`src/rtl/lmc_pkg.sv`:
```
package lmc_pkg;
  typedef enum logic [1:0] {
    MODE_PWM   = 2'b00,
    MODE_FAST  = 2'b01,
    MODE_LIGHT = 2'b10
  } lmc_mode_e;
endpackage

```
`src/rtl/lmc_qualifier.sv`:
```
// Counts consecutive sampled edges on which cond holds; saturates.
module lmc_qualifier #(
  parameter int QUAL_CYCLES = 3
) (
  input  logic clk,
  input  logic rst_n,
  input  logic clear,
  input  logic cond,
  output logic qualified
);
  localparam int CNT_W = (QUAL_CYCLES < 2) ? 1 : $clog2(QUAL_CYCLES);
  localparam logic [CNT_W-1:0] LIM = CNT_W'(QUAL_CYCLES - 1);

  logic [CNT_W-1:0] run_q;

  always_ff @(posedge clk or negedge rst_n) begin
    if (!rst_n) begin
      run_q <= '0;
    end else if (clear || !cond) begin
      run_q <= '0;
    end else if (run_q < LIM) begin
      run_q <= run_q + 1'b1;
    end
  end

  // This edge is the QUAL_CYCLES-th consecutive one with cond true.
  assign qualified = cond && !clear && (run_q >= LIM);
endmodule

```
`src/rtl/lmc_mode_fsm.sv`:
```
module lmc_mode_fsm
  import lmc_pkg::*;
(
  input  logic      clk,
  input  logic      rst_n,
  input  logic      force_pwm,
  input  logic      below_low,
  input  logic      fast_ok,
  input  logic      light_ok,
  input  logic      light_sel,
  output lmc_mode_e mode_q
);
  lmc_mode_e mode_d;

  always_comb begin
    mode_d = mode_q;
    if (force_pwm || below_low) begin
      mode_d = MODE_PWM;
    end else begin
      case (mode_q)
        MODE_PWM: begin
          if (light_sel && light_ok)       mode_d = MODE_LIGHT;
          else if (!light_sel && fast_ok)  mode_d = MODE_FAST;
        end
        MODE_FAST, MODE_LIGHT: mode_d = mode_q;
        default: mode_d = MODE_PWM;
      endcase
    end
  end

  always_ff @(posedge clk or negedge rst_n) begin
    if (!rst_n) mode_q <= MODE_PWM;
    else        mode_q <= mode_d;
  end
endmodule

```
`src/rtl/lmc_out_decode.sv`:
```
module lmc_out_decode
  import lmc_pkg::*;
(
  input  lmc_mode_e mode_q,
  input  logic      below_low,
  output logic      osc_en,
  output logic      setpoint_raise
);
  always_comb begin
    osc_en         = 1'b1;
    setpoint_raise = 1'b0;
    case (mode_q)
      MODE_FAST: setpoint_raise = 1'b1;
      MODE_LIGHT: begin
        setpoint_raise = 1'b1;
        osc_en         = below_low;  // wake only when a pulse is needed
      end
      default: ;
    endcase
  end
endmodule

```
`src/rtl/buck_mode_ctrl.sv`:
```
module buck_mode_ctrl
  import lmc_pkg::*;
#(
  parameter int QUAL_CYCLES = 3
) (
  input  logic       clk,
  input  logic       rst_n,
  input  logic       force_pwm,
  input  logic       ps_light_sel,
  input  logic       out_in_reg,
  input  logic       out_below_low,
  input  logic       valley_zero,
  input  logic       il_below_ps,
  output logic [1:0] mode,
  output logic       osc_en,
  output logic       setpoint_raise
);
  lmc_mode_e mode_q;
  logic      fast_ok;
  logic      qual_clear;

  assign qual_clear = force_pwm || (mode_q != MODE_PWM);

  lmc_qualifier #(.QUAL_CYCLES(QUAL_CYCLES)) u_qual (
    .clk       (clk),
    .rst_n     (rst_n),
    .clear     (qual_clear),
    .cond      (out_in_reg && valley_zero),
    .qualified (fast_ok)
  );

  lmc_mode_fsm u_fsm (
    .clk       (clk),
    .rst_n     (rst_n),
    .force_pwm (force_pwm),
    .below_low (out_below_low),
    .fast_ok   (fast_ok),
    .light_ok  (il_below_ps),
    .light_sel (ps_light_sel),
    .mode_q    (mode_q)
  );

  lmc_out_decode u_dec (
    .mode_q         (mode_q),
    .below_low      (out_below_low),
    .osc_en         (osc_en),
    .setpoint_raise (setpoint_raise)
  );

  assign mode = mode_q;
endmodule

```
`config.mk`:
```
export PLATFORM = sky130hd
export DESIGN_NAME = buck_mode_ctrl
export DESIGN_NICKNAME = d
export VERILOG_FILES = /design/src/rtl/lmc_pkg.sv /design/src/rtl/lmc_qualifier.sv /design/src/rtl/lmc_mode_fsm.sv /design/src/rtl/lmc_out_decode.sv /design/src/rtl/buck_mode_ctrl.sv
export SDC_FILE = /design/constraint.sdc
export NUM_CORES = 1
export LEC_CHECK = 0
export BUFFER_PORTS_ARGS = -buffer_cell sky130_fd_sc_hd__buf_4
export CAP_MARGIN = 25
export CORE_AREA = 5 5 42 44
export DETAILED_ROUTE_END_ITERATION = 16
export DIE_AREA = 0 0 47 49
export GPL_TIMING_DRIVEN = 0
export SYNTH_ARGS = -nofsm -noshare
export SYNTH_HDL_FRONTEND = slang
export SYNTH_SLANG_ARGS = --single-unit
```
`constraint.sdc`:
```
create_clock -name clk -period 1.9 [get_ports clk]
set_input_delay 0.38 -clock clk [delete_from_list [all_inputs] [get_ports clk]]
set_output_delay 0.38 -clock clk [all_outputs]
set_load 0.02 [all_outputs]
```
Yosys cells after proc, flatten, opt, wreduce, memory -nomap -nowiden
Cells that the tools add are included.
Storage, ports and cells
  register bits: 4
  latch bits: 0
  memory bits (writable): 0
  memory bits (read-only): 0
  output and inout bits: 4
  word-level logic and storage cells: 33
  memories kept: 0
Cells by class
  $add $sub $neg: 1
  $mul: 0
  divide/modulo/power cells: 0
  $lt $le $gt $ge: 2
  equal/unequal tests: 4
  shift operators: 0
  muxes and demuxes: 8
  bitwise gates (word level): 0
  reduce and logical (&&, ||, !) cells: 16
Operators by type and width (count)
  $mux 2: 5
  $logic_and 1x1->1: 5
  $ne 4x1->1 const B: 1
  $pmux 2 s2: 1
  $reduce_bool 2->1: 2
  $logic_not 1->1: 3
  $logic_or 1x1->1: 3
  $add 2x1->2 const B: 1
  $eq 2x1->1 const B: 1
  $eq 2x2->1 const B: 1
  $ge 2x2->1 const B: 1
  $logic_not 2->1: 1
  $lt 2x2->1 const B: 1
  $mux 1: 2
  $ne 2x1->1 const B: 1
  $reduce_and 2->1: 1
  $reduce_or 2->1: 1

Logic depth before layout (Yosys ltp)
  word-level depth: 10
  mapped depth: 5

Cells and area by module
From an unflattened synthesis, not the netlist that was laid out.
Unflattened totals
  cell total of the unflattened synthesis: 31
  area, all modules: 297.8 um^2
By module, submodules not included
  lmc_mode_fsm: instances 1, cells each 14, area an instance 150.1 um^2, seq. area each 50.0 um^2
  lmc_qualifier: instances 1, cells each 11, area an instance 108.9 um^2, seq. area each 50.0 um^2
  lmc_out_decode: instances 1, cells each 4, area an instance 26.3 um^2, seq. area each 0.0 um^2
  buck_mode_ctrl: instances 1, cells each 2, area an instance 12.5 um^2, seq. area each 0.0 um^2

Worst setup path after synthesis
No wires, ideal clock.
  path type: reg2reg
  start: register u_fsm.mode_q[0]
  end: register u_fsm.mode_q[1]
  setup time: 0.094 ns
  arrival: 1.420 ns
  slack: 0.385 ns
  stages on the path, launching flop included: 6
  clock period less this slack: 1.515 ns
  cell sequence: dfrtp_1 -> inv_1 -> ha_1 -> nor2b_1 -> a32oi_1 -> a211oi_1
On the way
  word-level cells in the longest chain between the ends: 8
  elaborated cells between the ends (all ways): 15
  those cells by class: eq/ne (4); mux (2); reduce/logical (9)
RTL lines
  start, declared: line lmc_mode_fsm.sv:11  | output lmc_mode_e mode_q
  start signal, assigned: line lmc_mode_fsm.sv:33  | else mode_q <= mode_d;
  $reduce_bool 2->1: line buck_mode_ctrl.sv:22  | assign qual_clear = force_pwm || (mode_q != MODE_PWM);
  $logic_or 1x1->1: line buck_mode_ctrl.sv:22
  $logic_not 1->1: line lmc_qualifier.sv:27  | assign qualified = cond && !clear && (run_q >= LIM);
  $logic_and 1x1->1 (2 in a row): line lmc_qualifier.sv:27
  $logic_and 1x1->1: line lmc_mode_fsm.sv:23  | else if (!light_sel && fast_ok) mode_d = MODE_FAST;
  $ne 4x1->1 (no line)
  $reduce_and 2->1 (no line)
Parallel ways exist; a longest one is shown, timed or not.
A chain may end at the register's enable or synchronous reset.

Final worst setup path
  start: register u_fsm.mode_q[0]
  end: output setpoint_raise
On the way
  word-level cells in the longest chain between the ends: 3
  elaborated cells between the ends (all ways): 4
  those cells by class: eq/ne (2); mux (1); reduce/logical (1)
RTL lines
  $eq 2x1->1 or $eq 2x2->1 (tied branches): line lmc_out_decode.sv:12  | case (mode_q)
  $reduce_or 2->1 (no line) (*)
  $mux 1 (*): line lmc_out_decode.sv:12
  end, declared: line buck_mode_ctrl.sv:16  | output logic setpoint_raise
Every way passes the cells marked *; elsewhere a longest branch is shown, timed or not.

==> metrics.csv <==
metric,value,unit
status,completed,
HPWL after DPL,465,microns
layout cells sized above 1,0.375,
crit path DAT,1.21,ns
CTS Buffer Depth,2,
Syn Inst Count,25,
number of DRC markers in iteration 0,5,
"antenna viol nets, final",0,
CTS resizes,0,
hold buffer count at cts,1,
DRC errors left,0,
average size of a mapped cell,10.5,sq um
Post-CTS Setup Repair Bufs,0,
"most common cell after layout, fill and taps aside",buf_4,
r2r startpoint,u_fsm.mode_q[0]$_DFFE_PN0P_,
CTS tree,done,
die width,47,microns
switching share of power,0.228,
Synth area leader,dfrtp_1,
Die Y-Extent,49,microns
"commonest cells after routing, fill and taps aside","buf_4 (11), inv_1 (4), dfrtp_1 (4)",
crit share post-route,0.836,
vias per cell,4.34,
P_int,0.179,mW
slew margin rel.,0.784,
Peak VDD IR,0.229,mV
P_sw,0.0528,mW
Ys Warns,0,
clock slew at reported path FFs,0.04,ns
Crit Path Category,flop to output port,
cell area after synthesis,262,sq um
full die area,2300,sq um
Buffers on Ports,11,
setup TNS,0,ns
hold path start,out_below_low,
top-area cell type share of the netlist area,0.383,
syn_nets,36,
Final Hold Viols,0,
post-synthesis cell type count,16,
Slew Limit Fails,0,
Wirelength per Cell,10.3,microns
vias in the first global route,238,
Maximum Capacitance Violations,0,
worst-path fanout max,4,
"top cells by area, synth","dfrtp_1 (38%), ha_1 (14%), nand4b_4 (9.1%)",
CP Launch Point,u_fsm.mode_q[0]$_DFFE_PN0P_,
initial antenna violation count,0,
Leak,0.185,nW
Clock Tree Root,clkbuf_4,
Setup Skew,0.000568,ns
H-Tree Level Count,1,
r2r setup slk,0.39,ns
Std-Cell Rows,14,
GPL Wtd Cong,0.745,
Ports,12,
CP Capture Point,setpoint_raise,
pwr dens,585,nW/um^2
DR vias,243,
GR Overflow Total,0,
fmax,630,MHz
final setup vio count,0,
diodes inserted,0,
Final Total Pwr,0.232,mW
Final nets,53,
Starting Density,0.187,
First-pass DRT Iterations,3,
largest net degree at the start of global routing,6,
CTS Buf Count,3,
Flop pwr share,0.386,
clock power share,0.451,
Gate power share,0.164,
GR Util All Layers,0.0615,
#FFs+latches synth,4,
clock latency on the worst-skew pair,0.23,ns
Core ar.,1400,sq um
CP endpoint kind,output port,
first-pass GRT wire length,959,microns
unrepaired setup endpoints after global routing,false,
fin crit period,1.59,ns
post-synthesis sequential area ratio,0.383,
total clock sinks,4,
WL final,574,microns
Least-Margin Pin Slew,0.320,ns
cells on worst reg2reg path,5,
P&R area growth vs syn,51.7,%
worst hold path type,primary input to flop,
required time of the critical path,1.52,ns
FF-to-FF End,u_fsm.mode_q[0]$_DFFE_PN0P_,
crit path launch type,flop,
==> sequential cells by signal (all words and copies together) (netlist names) <==
name and flops:
u_fsm.mode_q 2, u_qual.run_q 2
==> worst min path at each step <==
stage	slack (ns)	cells after the start	to
floorplan	0.08	0	u_fsm.mode_q[0]$_DFFE_PN0P_
global placement	0.18	1	u_qual.run_q[1]$_DFFE_PN0P_
detailed placement	0.18	1	u_qual.run_q[0]$_DFFE_PN0P_
CTS	0.32	2	u_fsm.mode_q[1]$_DFFE_PN0P_
global route	0.32	2	u_fsm.mode_q[1]$_DFFE_PN0P_
finish	0.32	2	u_fsm.mode_q[1]$_DFFE_PN0P_
==> cell usage after synthesis <==
master / n
nand4b_4: 1
o311ai_0: 1
a211oi_1: 1
nor2b_1: 1
o31a_1: 1
nor4_1: 1
ha_1: 3
a32oi_1: 1
dfrtp_1: 4
nor2_1: 2
a22oi_1: 1
nand2b_1: 1
xor2_1: 1
nand2_1: 1
inv_1: 4
a21oi_1: 1
==> power groups by stage <==
stage | Clock [mW] | Sequential (mW) | Combinational, mW
5_1_grt | 0.119 | 0.0896 | 0.0425
3_3_place_gp | 0 | 0.0905 | 0.0362
4_1_cts | 0.112 | 0.0895 | 0.0386
6_report | 0.105 | 0.0895 | 0.0380
3_5_place_dp | 0 | 0.0906 | 0.0368
2_1_floorplan | 0 | 0.0912 | 0.0150
==> metal layers <==
| layer | track usage | vias to the layer above | wire [microns] |
|---|---|---|---|
| li1 | - | 122 | - |
| met4 | 0.0691 | 0 | 0 |
| met2 | 0.0724 | 7 | 247 |
| met5 | 0 | - | 0 |
| met1 | 0.0733 | 114 | 259 |
| met3 | 0.0258 | 0 | 67 |
==> critical path, cell delays in order (launching register included) <==
cell and delay (ns):
dfrtp_1 0.37, inv_1 0.09, ha_1 0.34, buf_4 0.17
==> through the flow <==
stage | cells | utilization | setup slack (ns) | hold WS (ns) | instance area [sq um]
floorplan | 25 | - | 0.385 | 0.0844 | 262
detailed placement | 52 | 0.260 | 0.362 | 0.179 | 364
CTS | 56 | 0.283 | 0.305 | 0.316 | 397
global route | 56 | 0.283 | 0.237 | 0.322 | 397
global placement | 52 | 0.260 | 0.360 | 0.176 | 364
finish | 56 | 0.283 | 0.312 | 0.323 | 397
==> area by class of cell <==
cell class | instances | area (sq um)
Fill cell | 169 | 1000
Multi-Input combinational cell | 17 | 146
Sequential cell | 4 | 100
Timing Repair Buffer | 12 | 92.6
Clock buffer | 3 | 22.5
Tap cell | 16 | 20.0
Inverter | 4 | 15.0
==> kinds of logic (layout without fill, tap and decap cells) <==
logic type | Yosys count | in the layout | share of synthesized area
adders and majority gates | 3 | 3 | 0.144
AOI/OAI and AO/OA | 6 | 6 | 0.177
buffers and inverters | 4 | 19 | 0.0574
and+or+nand+nor | 7 | 7 | 0.206
xor gates and xnor gates | 1 | 1 | 0.0335
DFF | 4 | 4 | 0.383
Note: power is estimated with default switching activity, not from simulation.
